`config.mk`:
```
export PLATFORM = sky130hd
export DESIGN_NAME = drv_status_responder
export DESIGN_NICKNAME = d
export VERILOG_FILES = /design/src/rtl/dsr_pkg.sv /design/src/rtl/dsr_link_fsm.sv /design/src/rtl/dsr_code_tracker.sv /design/src/rtl/dsr_frame_gen.sv /design/src/rtl/drv_status_responder.sv
export SDC_FILE = /design/constraint.sdc
export NUM_CORES = 1
export LEC_CHECK = 0
export BUFFER_PORTS_ARGS = -buffer_cell sky130_fd_sc_hd__buf_2
export CORE_AREA = 2 2 46 48
export CTS_BUF_LIST = sky130_fd_sc_hd__clkbuf_8 sky130_fd_sc_hd__clkbuf_16
export DETAILED_ROUTE_END_ITERATION = 6
export DIE_AREA = 0 0 48 50
export PLACE_DENSITY = 0.75
export REMOVE_ABC_BUFFERS = 1
export SLEW_MARGIN = 15
export SYNTH_ARGS = -nofsm -noshare
export SYNTH_HDL_FRONTEND = slang
export SYNTH_SLANG_ARGS = --single-unit
export TNS_END_PERCENT = 30
```
`constraint.sdc`:
```
create_clock -name clk -period 3.4 [get_ports clk]
set_input_delay 0.51 -clock clk [delete_from_list [all_inputs] [get_ports clk]]
set_output_delay 0.51 -clock clk [all_outputs]
set_load 0.03 [all_outputs]
```
`src/rtl/dsr_pkg.sv`:
```
package dsr_pkg;

    typedef enum logic [3:0] {
        CODE_STOPPED = 4'h0,
        CODE_TOC     = 4'h9,
        CODE_NODISC  = 4'hB
    } drv_code_e;

    typedef enum logic [3:0] {
        OP_NOP  = 4'h0,
        OP_STOP = 4'h1
    } drv_op_e;

    typedef enum logic [1:0] {
        LNK_IDLE,
        LNK_REQ,
        LNK_SEND,
        LNK_RECV
    } link_state_e;

    typedef struct packed {
        link_state_e st;
        logic        may_req;
        logic        hs_q;
    } link_regs_t;

    function automatic logic [3:0] frame_csum(input logic [7:0] sum);
        return ~sum[3:0];
    endfunction

    function automatic logic [3:0] follow_code(input logic disc);
        return disc ? CODE_TOC : CODE_NODISC;
    endfunction

endpackage

```
`src/rtl/dsr_link_fsm.sv`:
```
module dsr_link_fsm
    import dsr_pkg::*;
#(
    parameter int FRAME_LEN = 10
) (
    input  logic                         clk,
    input  logic                         rst,
    input  logic                         period_tick,
    input  logic                         host_strobe,
    input  logic [3:0]                   cmd_nib,
    output logic                         rdy_req_n,
    output logic                         drv_strobe,
    output logic [$clog2(FRAME_LEN)-1:0] idx,
    output logic                         hs_fall,
    output logic                         cmd_done,
    output logic [3:0]                   cmd_op
);
    localparam int IW = $clog2(FRAME_LEN);
    localparam logic [IW-1:0] LAST = IW'(FRAME_LEN - 1);

    link_regs_t r;

    assign hs_fall    = r.hs_q & ~host_strobe;
    assign rdy_req_n  = (r.st != LNK_REQ);
    assign drv_strobe = (r.st == LNK_SEND);

    always_ff @(posedge clk) begin
        if (rst) begin
            r.st      <= LNK_IDLE;
            r.may_req <= 1'b1;
            r.hs_q    <= 1'b0;
            idx       <= '0;
            cmd_done  <= 1'b0;
            cmd_op    <= 4'h0;
        end else begin
            r.hs_q   <= host_strobe;
            cmd_done <= 1'b0;
            unique case (r.st)
                LNK_IDLE: begin
                    if (period_tick && r.may_req) begin
                        r.st      <= LNK_REQ;
                        r.may_req <= 1'b0;
                    end
                end
                LNK_REQ: begin
                    if (hs_fall) begin
                        r.st <= LNK_SEND;
                        idx  <= '0;
                    end
                end
                LNK_SEND: begin
                    if (hs_fall) begin
                        if (idx == LAST) begin
                            r.st <= LNK_RECV;
                            idx  <= '0;
                        end else begin
                            idx <= idx + 1'b1;
                        end
                    end
                end
                LNK_RECV: begin
                    if (hs_fall) begin
                        if (idx == '0) cmd_op <= cmd_nib;
                        if (idx == LAST) begin
                            r.st      <= LNK_IDLE;
                            r.may_req <= 1'b1;
                            cmd_done  <= 1'b1;
                            idx       <= '0;
                        end else begin
                            idx <= idx + 1'b1;
                        end
                    end
                end
                default: r.st <= LNK_IDLE;
            endcase
        end
    end
endmodule

```
`src/rtl/dsr_code_tracker.sv`:
```
module dsr_code_tracker
    import dsr_pkg::*;
#(
    parameter int HOLD_PERIODS = 2
) (
    input  logic       clk,
    input  logic       rst,
    input  logic       period_tick,
    input  logic       disc_present,
    input  logic       cmd_done,
    input  logic [3:0] cmd_op,
    output logic [3:0] rep_code,
    output logic [3:0] drv_code
);
    localparam int CW = $clog2(HOLD_PERIODS + 1);
    localparam logic [CW-1:0] HOLD = CW'(HOLD_PERIODS);

    logic [CW-1:0] hold_cnt;
    logic          is_stop;

    assign is_stop = cmd_done && (cmd_op == OP_STOP);

    always_ff @(posedge clk) begin
        if (rst) begin
            rep_code <= CODE_STOPPED;
            drv_code <= CODE_NODISC;
            hold_cnt <= '0;
        end else if (is_stop) begin
            rep_code <= CODE_STOPPED;
            drv_code <= CODE_STOPPED;
            hold_cnt <= HOLD;
        end else begin
            if (cmd_done) rep_code <= drv_code;
            if (period_tick && hold_cnt != '0) begin
                hold_cnt <= hold_cnt - 1'b1;
                if (hold_cnt == CW'(1)) drv_code <= follow_code(disc_present);
            end
        end
    end
endmodule

```
`src/rtl/dsr_frame_gen.sv`:
```
module dsr_frame_gen
    import dsr_pkg::*;
#(
    parameter int FRAME_LEN = 10
) (
    input  logic                         en,
    input  logic [3:0]                   rep_code,
    input  logic [$clog2(FRAME_LEN)-1:0] idx,
    output logic [3:0]                   nib
);
    logic [3:0] frame [FRAME_LEN];
    logic [7:0] sum;

    assign frame[0] = rep_code;

    for (genvar g = 1; g < FRAME_LEN - 1; g++) begin : g_fill
        assign frame[g] = 4'h0;
    end

    always_comb begin
        sum = 8'h0;
        for (int i = 0; i < FRAME_LEN - 1; i++) sum = sum + {4'h0, frame[i]};
    end

    assign frame[FRAME_LEN-1] = frame_csum(sum);

    always_comb begin
        nib = 4'h0;
        if (en && 32'(idx) < FRAME_LEN) nib = frame[idx];
    end
endmodule

```
`src/rtl/drv_status_responder.sv`:
```
module drv_status_responder
    import dsr_pkg::*;
#(
    parameter int FRAME_LEN    = 10,
    parameter int HOLD_PERIODS = 2
) (
    input  logic       clk,
    input  logic       rst,
    input  logic       period_tick,
    input  logic       disc_present,
    input  logic       host_strobe,
    input  logic [3:0] cmd_nib,
    output logic       rdy_req_n,
    output logic       drv_strobe,
    output logic [3:0] stat_nib
);
    logic [$clog2(FRAME_LEN)-1:0] idx;
    logic                         hs_fall;
    logic                         cmd_done;
    logic [3:0]                   cmd_op;
    logic [3:0]                   rep_code;
    logic [3:0]                   drv_code;

    dsr_link_fsm #(.FRAME_LEN(FRAME_LEN)) u_link (
        .clk(clk), .rst(rst), .period_tick(period_tick),
        .host_strobe(host_strobe), .cmd_nib(cmd_nib),
        .rdy_req_n(rdy_req_n), .drv_strobe(drv_strobe), .idx(idx),
        .hs_fall(hs_fall), .cmd_done(cmd_done), .cmd_op(cmd_op)
    );

    dsr_code_tracker #(.HOLD_PERIODS(HOLD_PERIODS)) u_codes (
        .clk(clk), .rst(rst), .period_tick(period_tick),
        .disc_present(disc_present), .cmd_done(cmd_done), .cmd_op(cmd_op),
        .rep_code(rep_code), .drv_code(drv_code)
    );

    dsr_frame_gen #(.FRAME_LEN(FRAME_LEN)) u_frame (
        .en(drv_strobe), .rep_code(rep_code), .idx(idx), .nib(stat_nib)
    );
endmodule

```
======== Word-level counts from Yosys, hierarchy flattened ========
Index checks and enable logic that the tools add are counted.
word-level totals
  register bits ........................... 23
  output and inout port bits .............. 6
  logic and storage cells ................. 78
  input port bits ......................... 9
operators by class
  reductions and logical operators ........ 20
  equal/unequal tests ..................... 14
  $add $sub $neg .......................... 2
  bitwise gates (word level) .............. 6
  muxes and demuxes ....................... 23
  magnitude comparators ................... 2
operators with widths
  operator                                                count
  2-to-1 mux 4 bit                                        9
  binary-select mux 4 bit (select 4 bit)                  1
  2-to-1 mux 2 bit                                        6
  nonzero test 2 bit                                      5
  2-to-1 mux 3 bit                                        3
  inequality test 2 x 1 -> 1 bit (second input constant)  4
  inequality test 2 bit (second input constant)           4
  case mux 2 bit (4 select lines)                         1
  case mux 4 bit (2 select lines)                         1
  AND reduction 3 bit                                     2
  AND reduction 6 bit                                     1
  >= comparator 5 bit (second input constant)             1
  inverter 4 -> 5 bit                                     1
  adder 4 x 1 -> 4 bit (second input constant)            1
  equality test 2 x 1 -> 1 bit (second input constant)    2
  equality test 2 bit (second input constant)             2
  equality test 4 x 1 -> 1 bit (second input constant)    1
  equality test 4 bit (second input constant)             1
  logical AND 1 bit                                       4
  zero test 4 bit                                         1
  < comparator 4 bit (second input constant)              1
  inverter 4 bit                                          1
  AND reduction 2 bit                                     2
  AND reduction 4 bit                                     1
  other kinds (8)                                         11

======== Logic depth before layout (Yosys ltp) ========
Gate-level depths: netlist (run 1).
  word-level depth ........................ 5
  gate-level depth with buffers ........... 6
  mapped depth without buffers ............ 6

======== Hierarchy ========
A second synthesis (run 1) with hierarchy kept.
unflattened totals
  cells, all modules ...................... 124
  area, all modules ....................... 1131.1 um^2
by module, submodules not included
  module            times used  cells an instance  area an instance (um^2)
  dsr_link_fsm      1           79                 715.7
  dsr_code_tracker  1           32                 321.6
  dsr_frame_gen     1           13                 93.8

======== Least setup slack after synthesis (run 1) ========
Ideal clock, no wire load.
  path kind ............................... reg2out
  from .................................... register u_link.idx[0]
  to ...................................... output port stat_nib[3]
  setup slack ............................. 1083 ps
  required time ........................... 2890 ps
  stages on the path, launching flop included .. 6
  data arrival time ....................... 1807 ps
  path buffers ............................ 2
  cells stage by stage .................... dfxtp_1 clkbuf_1 inv_1 or3_1 a21oi_1 buf_4
between the ends
  word-level cells in the longest chain between the ends .. 5
  elaborated cells on any way between the ends .. 7
  classes of those cells .................. order compare: 1; mux: 4; bitwise: 1; reduce/logical: 1
ends and longest elaborated chain
  item                                                  RTL line                    source
  start: declaration                                    dsr_link_fsm.sv:13          output logic [$clog2(FRAME_LEN)-1:0] idx,
  start signal: assignment                              dsr_link_fsm.sv:57          idx <= idx + 1'b1;
  start signal: assignment                              dsr_link_fsm.sv:70          idx <= idx + 1'b1;
  inverter 4 -> 5 bit (implied by the code)             dsr_frame_gen.sv:29         if (en && 32'(idx) < FRAME_LEN) nib = frame[idx];
  binary-select mux 4 bit (select 4 bit)                dsr_frame_gen.sv:29
  2-to-1 mux 4 bit (implied by the code) (2 in series)  dsr_frame_gen.sv:29
  2-to-1 mux 4 bit (*)                                  dsr_frame_gen.sv:29
  end: declaration                                      drv_status_responder.sv:15  output logic [3:0] stat_nib
Every way passes the cells marked *; elsewhere a longest branch is shown, timed or not. The select of a mux whose other input is x is not followed.

======== Worst setup path after layout (run 1) ========
Ends and elaborated chain as after synthesis.

==> results of run 1 <==
## flip-flops by register name (all words and copies together), names as in the netlist
register          flops
u_link.r              4
u_link.cmd_done       1
u_link.idx            4
u_codes.hold_cnt      2
u_codes.drv_code      2
u_codes.rep_code      2
u_link.cmd_op         4
## worst min-delay path: stages (launching register included)
cell	delay, ps
dfxtp_1	330
a21oi_1	60
o21ai_0	60
## cell families (layout without fill, tap and decap cells)
| family | Yosys count | count (layout) |
|---|---|---|
| AO/OA/AOI/OAI | 25 | 25 |
| buffers and inverters | 13 | 26 |
| adder cells (fa/ha/maj) | 7 | 7 |
| multiplexers | 8 | 8 |
| AND/OR/NAND/NOR | 44 | 44 |
| flip-flops | 19 | 19 |
| XOR/XNOR | 1 | 1 |
## metrics by stage
stage               cells  hold WS [ps]  power (mW)
floorplan             112           432       0.419
global placement      153           451       0.460
detailed placement    153           467       0.466
CTS                   157           484       0.623
global route          157           501       0.662
finish                157           480       0.618
## how the worst min path moves through the flow
stage | from | to | cells after the start
after floorplan | u_link.r[1] | u_link.r[1] | 2
after global placement | u_link.r[1] | u_link.r[1] | 2
after detailed placement | u_link.r[1] | u_link.r[1] | 2
after CTS | u_link.r[1] | u_link.r[1] | 2
after global routing | cmd_nib[2] | u_link.cmd_op[2] | 3
final | u_link.r[1] | u_link.r[1] | 2
## metal layers
| metal | up-vias | global-route usage (%) |
|---|---|---|
| li1 | 431 | - |
| met1 | 367 | 22.4 |
| met2 | 13 | 24.9 |
| met3 | 4 | 2.20 |
| met4 | 0 | 7.21 |
| met5 | - | 0 |
## cell usage in the layout (no fill, tap or decap), types with 2 or more instances in the layout
| master | Yosys | final |
|---|---|---|
| nand2b_1 | 3 | 3 |
| buf_2 | 0 | 14 |
| dfxtp_1 | 19 | 19 |
| inv_1 | 8 | 8 |
| o21ai_0 | 7 | 7 |
| or3_1 | 2 | 2 |
| a21oi_1 | 10 | 10 |
| nand4_1 | 3 | 3 |
| nor3_1 | 4 | 4 |
| nand3_1 | 3 | 3 |
| mux2i_1 | 8 | 8 |
| ha_1 | 7 | 7 |
| nor2_1 | 12 | 12 |
| nand2_1 | 4 | 4 |
| o21bai_1 | 2 | 2 |
| nand3b_1 | 2 | 2 |
| or4_1 | 2 | 2 |
| nor2b_1 | 3 | 3 |
| clkbuf_8 | 0 | 3 |
## layout make-up
class / count / share of cell area, %
Timing Repair Buffer: 14 / 6.24
Clock inverter: 1 / 0.446
Inverter: 8 / 2.68
Clock buffer: 3 / 3.68
Tap cell: 27 / 3.01
Multi-Input combinational cell: 85 / 50.1
Sequential cell: 19 / 33.9
## power breakdown
group / switching (mW) / internal, mW
combinational: 0.122 / 0.0795
sequential: 0.0207 / 0.241
clock: 0.0738 / 0.0814
==> flow_metrics.py, run 1 <==
metrics = {
    "outcome": {
        "status": "finished clean",
    },
    "synthesis": {
        "yosys.area.top_type": "dfxtp_1",
        "ys.flop_type": "dfxtp_1",
        "synth-edff-count": 0,
        "synth_seq_cells": 19,
        "syn-mean-instance-area_um2": 8.50,
        "yosysSeqAreaShare_pct": 38.2,
        "async_flop_share_pct": 0,
        "synth_area_leaders": "dfxtp_1 (38%), ha_1 (8.8%), mux2i_1 (8.1%)",
        "synth_top_family_by_area": "simple AND/OR/NAND/NOR gates",
        "synth_simple_gate_area_share_pct": 23.8,
        "yosysWarnings": 0,
        "synth_cells": 117,
        "ys_types": 33,
        "synth-compound-area-share_pct": 15.0,
        "synth_top_area_share_pct": 38.2,
        "synthAdderAreaFrac_pct": 8.81,
        "synth.cell_area_um2": 995,
        "synthMuxAreaShare_pct": 8.05,
        "synthTopCellsByCount": "dfxtp_1 (19), nor2_1 (12), a21oi_1 (10)",
        "yosysMostFrequentCell": "dfxtp_1",
        "synthXorXnorAreaFrac_pct": 0.881,
    },
    "placed_design": {
        "dp_slack_ps": 1540,
        "place_area_mm2": 0.00108,
        "gp_congestion": 0.813,
        "dp_hpwl_um": 1270,
        "port_buffers": 14,
    },
    "cts": {
        "cts_hold_buf": 0,
        "clock_path_buffers": 2,
        "numCtsBuffers": 3,
        "clk_pin_slew_ps": 70,
        "cts_resized": 0,
        "h-tree-depth": 1,
        "cts-root-buf": "clkbuf_8",
        "cts_setup_buffers": 0,
        "clk_latency_ps": 250,
        "cts_sinks": 19,
        "cts_tree": "yes",
    },
    "power_and_ir_drop": {
        "p_leak_nw": 0.463,
        "irDropWorstVdd_v": 0.000313,
        "powerDensity_mw_per_mm2": 551,
    },
    "critical_path": {
        "max_stage_delay_ps": 530,
        "worst_ep_required_time_ps": 2890,
        "ff2ff_setup_slack_ps": 1510,
        "critPathBufInv": 2,
        "reg2reg_to": "u_link.idx[2]",
        "ff2ff_path_depth": 6,
        "critPathCaptureType": "output pin",
        "arrival_ps": 1640,
        "regToRegStartpoint": "u_link.r[3]",
        "startpoint": "u_link.idx[0]",
        "worstPathCellList": "inv_1 -> or3_1 -> a21oi_1 -> buf_2",
        "worstSetupPathType": "reg2out",
        "cp.depth": 4,
        "cp_max_fo": 12,
        "cp-start-kind": "register",
        "cpMaxStageDelayCell": "dfxtp_1",
        "crit_end": "stat_nib[3]",
        "cp_top_family": "flip-flops",
    },
    "routing": {
        "wl_met3_um": 49,
        "drt_wl_total_um": 1720,
        "viasPerCell": 5.19,
        "num_vias": 815,
        "wire_per_inst_um": 10.9,
        "met1_length_um": 880,
        "drtPass1Iterations": 3,
        "highest_layer": "met4",
        "drcViolationCount": 0,
        "first_iter_violations": 5,
        "met2_length_um": 762,
        "antenna_left": 0,
    },
    "grt": {
        "grt_pass1_vias": 724,
        "grt_pass1_wl_um": 2920,
        "overflow": 0,
        "antenna_found_initial": 0,
        "grt_util_all_layers_pct": 16.4,
        "grt_max_degree": 23,
    },
    "sta": {
        "skew_ps": 2.90,
        "final.setup.tns_ps": 0,
        "min_period_ps": 2150,
        "slew_headroom_pct": 74.3,
        "final_hold_viol_count": 0,
        "min_period_over_period_pct": 63.3,
        "fin_ws_ps": 1250,
        "fmax_ghz": 0.465,
        "setup_viol": 0,
        "slew_violations": 0,
        "tightest_slew_ps": 385,
        "rsz0062_at_grt": "false",
    },
    "flow_run": {
        "max_cap_violations": 0,
    },
    "floorplan": {
        "dieArea_mm2": 0.00240,
        "start_util_pct": 52.3,
        "die_h_um": 50,
        "io_pins": 15,
        "placementRows": 16,
        "core_area_mm2": 0.00190,
        "die_x_um": 48,
    },
    "layout": {
        "nets": 147,
        "syn_to_final_growth_pct": 12.8,
        "register_area_um2": 380,
        "fill_cells": 175,
        "drive_above_1_share_pct": 14.6,
        "stdcell_area_mm2": 0.00112,
        "multi_input_area_um2": 562,
        "antenna_cells": 0,
        "final_util_pct": 59.0,
    },
    "min_path": {
        "holdCritPathClass": "reg2reg",
    },
}
Power figures use the tool's default switching activity.
==> run 2: changes to the inputs <==
==> constraint.sdc (replaced) <==
create_clock -name clk -period 2.1 [get_ports clk]
set_input_delay 0.315 -clock clk [delete_from_list [all_inputs] [get_ports clk]]
set_output_delay 0.315 -clock clk [all_outputs]
set_load 0.03 [all_outputs]
==> run 2 against run 1 <==
Against the previous run:
- clock skew hardly changed
- critical path type is now reg2reg
- critical path depth increased by 2
- sequential power up 63%
- setup slack got worse by 1100 ps
- combinational power is 65% higher
==> flow_metrics.py, run 2 (same netlist as run 1, synthesis figures left out) <==
metrics = {
    "critical_path": {
        "critPathBufInv": 1,
        "cp-start-kind": "register",
        "cp_max_fo": 7,
        "critPathCaptureType": "register",
        "ff2ff_setup_slack_ps": 170,
        "cpMaxStageDelayCell": "or4_1",
        "worstSetupPathType": "reg2reg",
        "ff2ff_path_depth": 6,
        "max_stage_delay_ps": 520,
        "cp_top_family": "simple AND/OR/NAND/NOR gates",
        "worst_ep_required_time_ps": 2290,
        "cp.depth": 6,
        "arrival_ps": 2120,
        "worstPathCellList": "inv_1 -> ha_1 -> or2_1 -> a21o_1 -> or4_1 -> a21oi_1",
    },
    "layout": {
        "stdcell_area_mm2": 0.00112,
        "antenna_cells": 0,
        "nets": 147,
        "final_util_pct": 59.1,
        "drive_above_1_share_pct": 15.4,
        "final_common_cell": "dfxtp_1",
        "syn_to_final_growth_pct": 13.0,
        "register_area_um2": 382,
        "layout.cells.non_filler": 157,
        "fill_cells": 171,
        "reg.largest.list": "u_link.cmd_op (4), u_link.idx (4), u_link.r (4)",
        "layout_common_cells": "dfxtp_1 (18), buf_2 (14), nor2_1 (12)",
        "multi_input_area_um2": 562,
    },
    "placed_design": {
        "place_area_mm2": 0.00108,
        "dpl.cell_count": 153,
        "dp_hpwl_um": 1360,
        "port_buffers": 14,
        "gp_congestion": 0.760,
        "dp_slack_ps": 216,
    },
    "power_and_ir_drop": {
        "finalPower_mw": 1.01,
        "powerDensity_mw_per_mm2": 903,
        "p_leak_nw": 0.464,
        "irDropWorstVdd_v": 0.000742,
    },
    "cts": {
        "h-tree-depth": 1,
        "clk_latency_ps": 260,
        "cts-root-buf": "clkbuf_8",
        "clock_path_buffers": 2,
        "cts_hold_buf": 0,
        "cts_sinks": 19,
        "numCtsBuffers": 3,
        "cts_tree": "yes",
        "clk_pin_slew_ps": 70,
    },
    "flow_run": {
        "max_cap_violations": 0,
    },
    "sta": {
        "rsz0062_at_grt": "false",
        "min_period_ps": 1930,
        "hold_slack_ps": 283,
        "final_hold_viol_count": 0,
        "slew_violations": 0,
        "fin_ws_ps": 171,
        "setup_viol": 0,
        "skew_ps": 2.82,
        "tightest_slew_ps": 402,
        "slew_headroom_pct": 73.1,
        "min_period_over_period_pct": 91.9,
        "final.setup.tns_ps": 0,
        "fmax_ghz": 0.518,
    },
    "floorplan": {
        "start_util_pct": 52.3,
        "dieArea_mm2": 0.00240,
        "placementRows": 16,
        "die_x_um": 48,
        "core_area_mm2": 0.00190,
        "io_pins": 15,
        "die_h_um": 50,
    },
    "grt": {
        "use_met2_pct": 30.0,
        "antenna_found_initial": 0,
        "grt_pass1_wl_um": 3240,
        "grt_pass1_vias": 827,
        "gr-usage-met1_pct": 23.2,
        "overflow": 0,
        "grt_util_all_layers_pct": 18.0,
        "grt_busiest_layer": "met2",
        "grtUsageMet3_pct": 2.20,
        "grt_max_degree": 23,
    },
    "routing": {
        "num_vias": 848,
        "drtPass1Iterations": 4,
        "first_iter_violations": 6,
        "wire_per_inst_um": 12.0,
        "antenna_left": 0,
        "drcViolationCount": 0,
        "viasPerCell": 5.40,
        "drt_wl_total_um": 1880,
    },
    "min_path": {
        "holdPathStages": 3,
        "holdCritPathClass": "in2reg",
    },
    "outcome": {
        "status": "finished clean",
    },
}
run 2: cell counts in the layout (fill, tap and decap cells not counted):
Identical to the previous run, type by type.
run 2: timing repair:
action	4_1_cts	5_1_grt
endpoints found under the setup margin	0	2
resized for setup	0	1
setup buffers	0	0
run 2: power breakdown:
part / internal [mW] / total [mW] / leakage, nW / switching, mW
logic: 0.129 / 0.332 / 0.284 / 0.203
clock network: 0.132 / 0.255 / 0.0255 / 0.123
registers: 0.391 / 0.427 / 0.155 / 0.0360
run 2: final timing paths:
| check | start | to |
|---|---|---|
| worst min-delay path | cmd_nib[2] | u_link.cmd_op[2] |
| worst min register to register | u_link.cmd_op[0] | u_link.cmd_op[0] |
| worst max register to register | u_link.r[3] | u_link.idx[1] |
| worst max-delay path | u_link.r[3] | u_link.idx[1] |
run 2: worst min-delay path, stage by stage:
cell,delay [ps]
buf_2,70
mux2i_1,50
nor2_1,70
run 2: per-layer routing:
layer,vias up,wire length (um)
met2,14,902
met1,396,908
met4,0,27
met5,-,0
li1,433,-
met3,5,43
run 2: cell type report:
| class | count | area share, % |
|---|---|---|
| clock buffers | 3 | 3.67 |
| clock inverters | 1 | 0.445 |
| inverters | 8 | 2.67 |
| multi-input cells | 85 | 50.0 |
| flip-flops and latches | 19 | 34.0 |
| well taps | 27 | 3.01 |
| repair buffers | 14 | 6.24 |
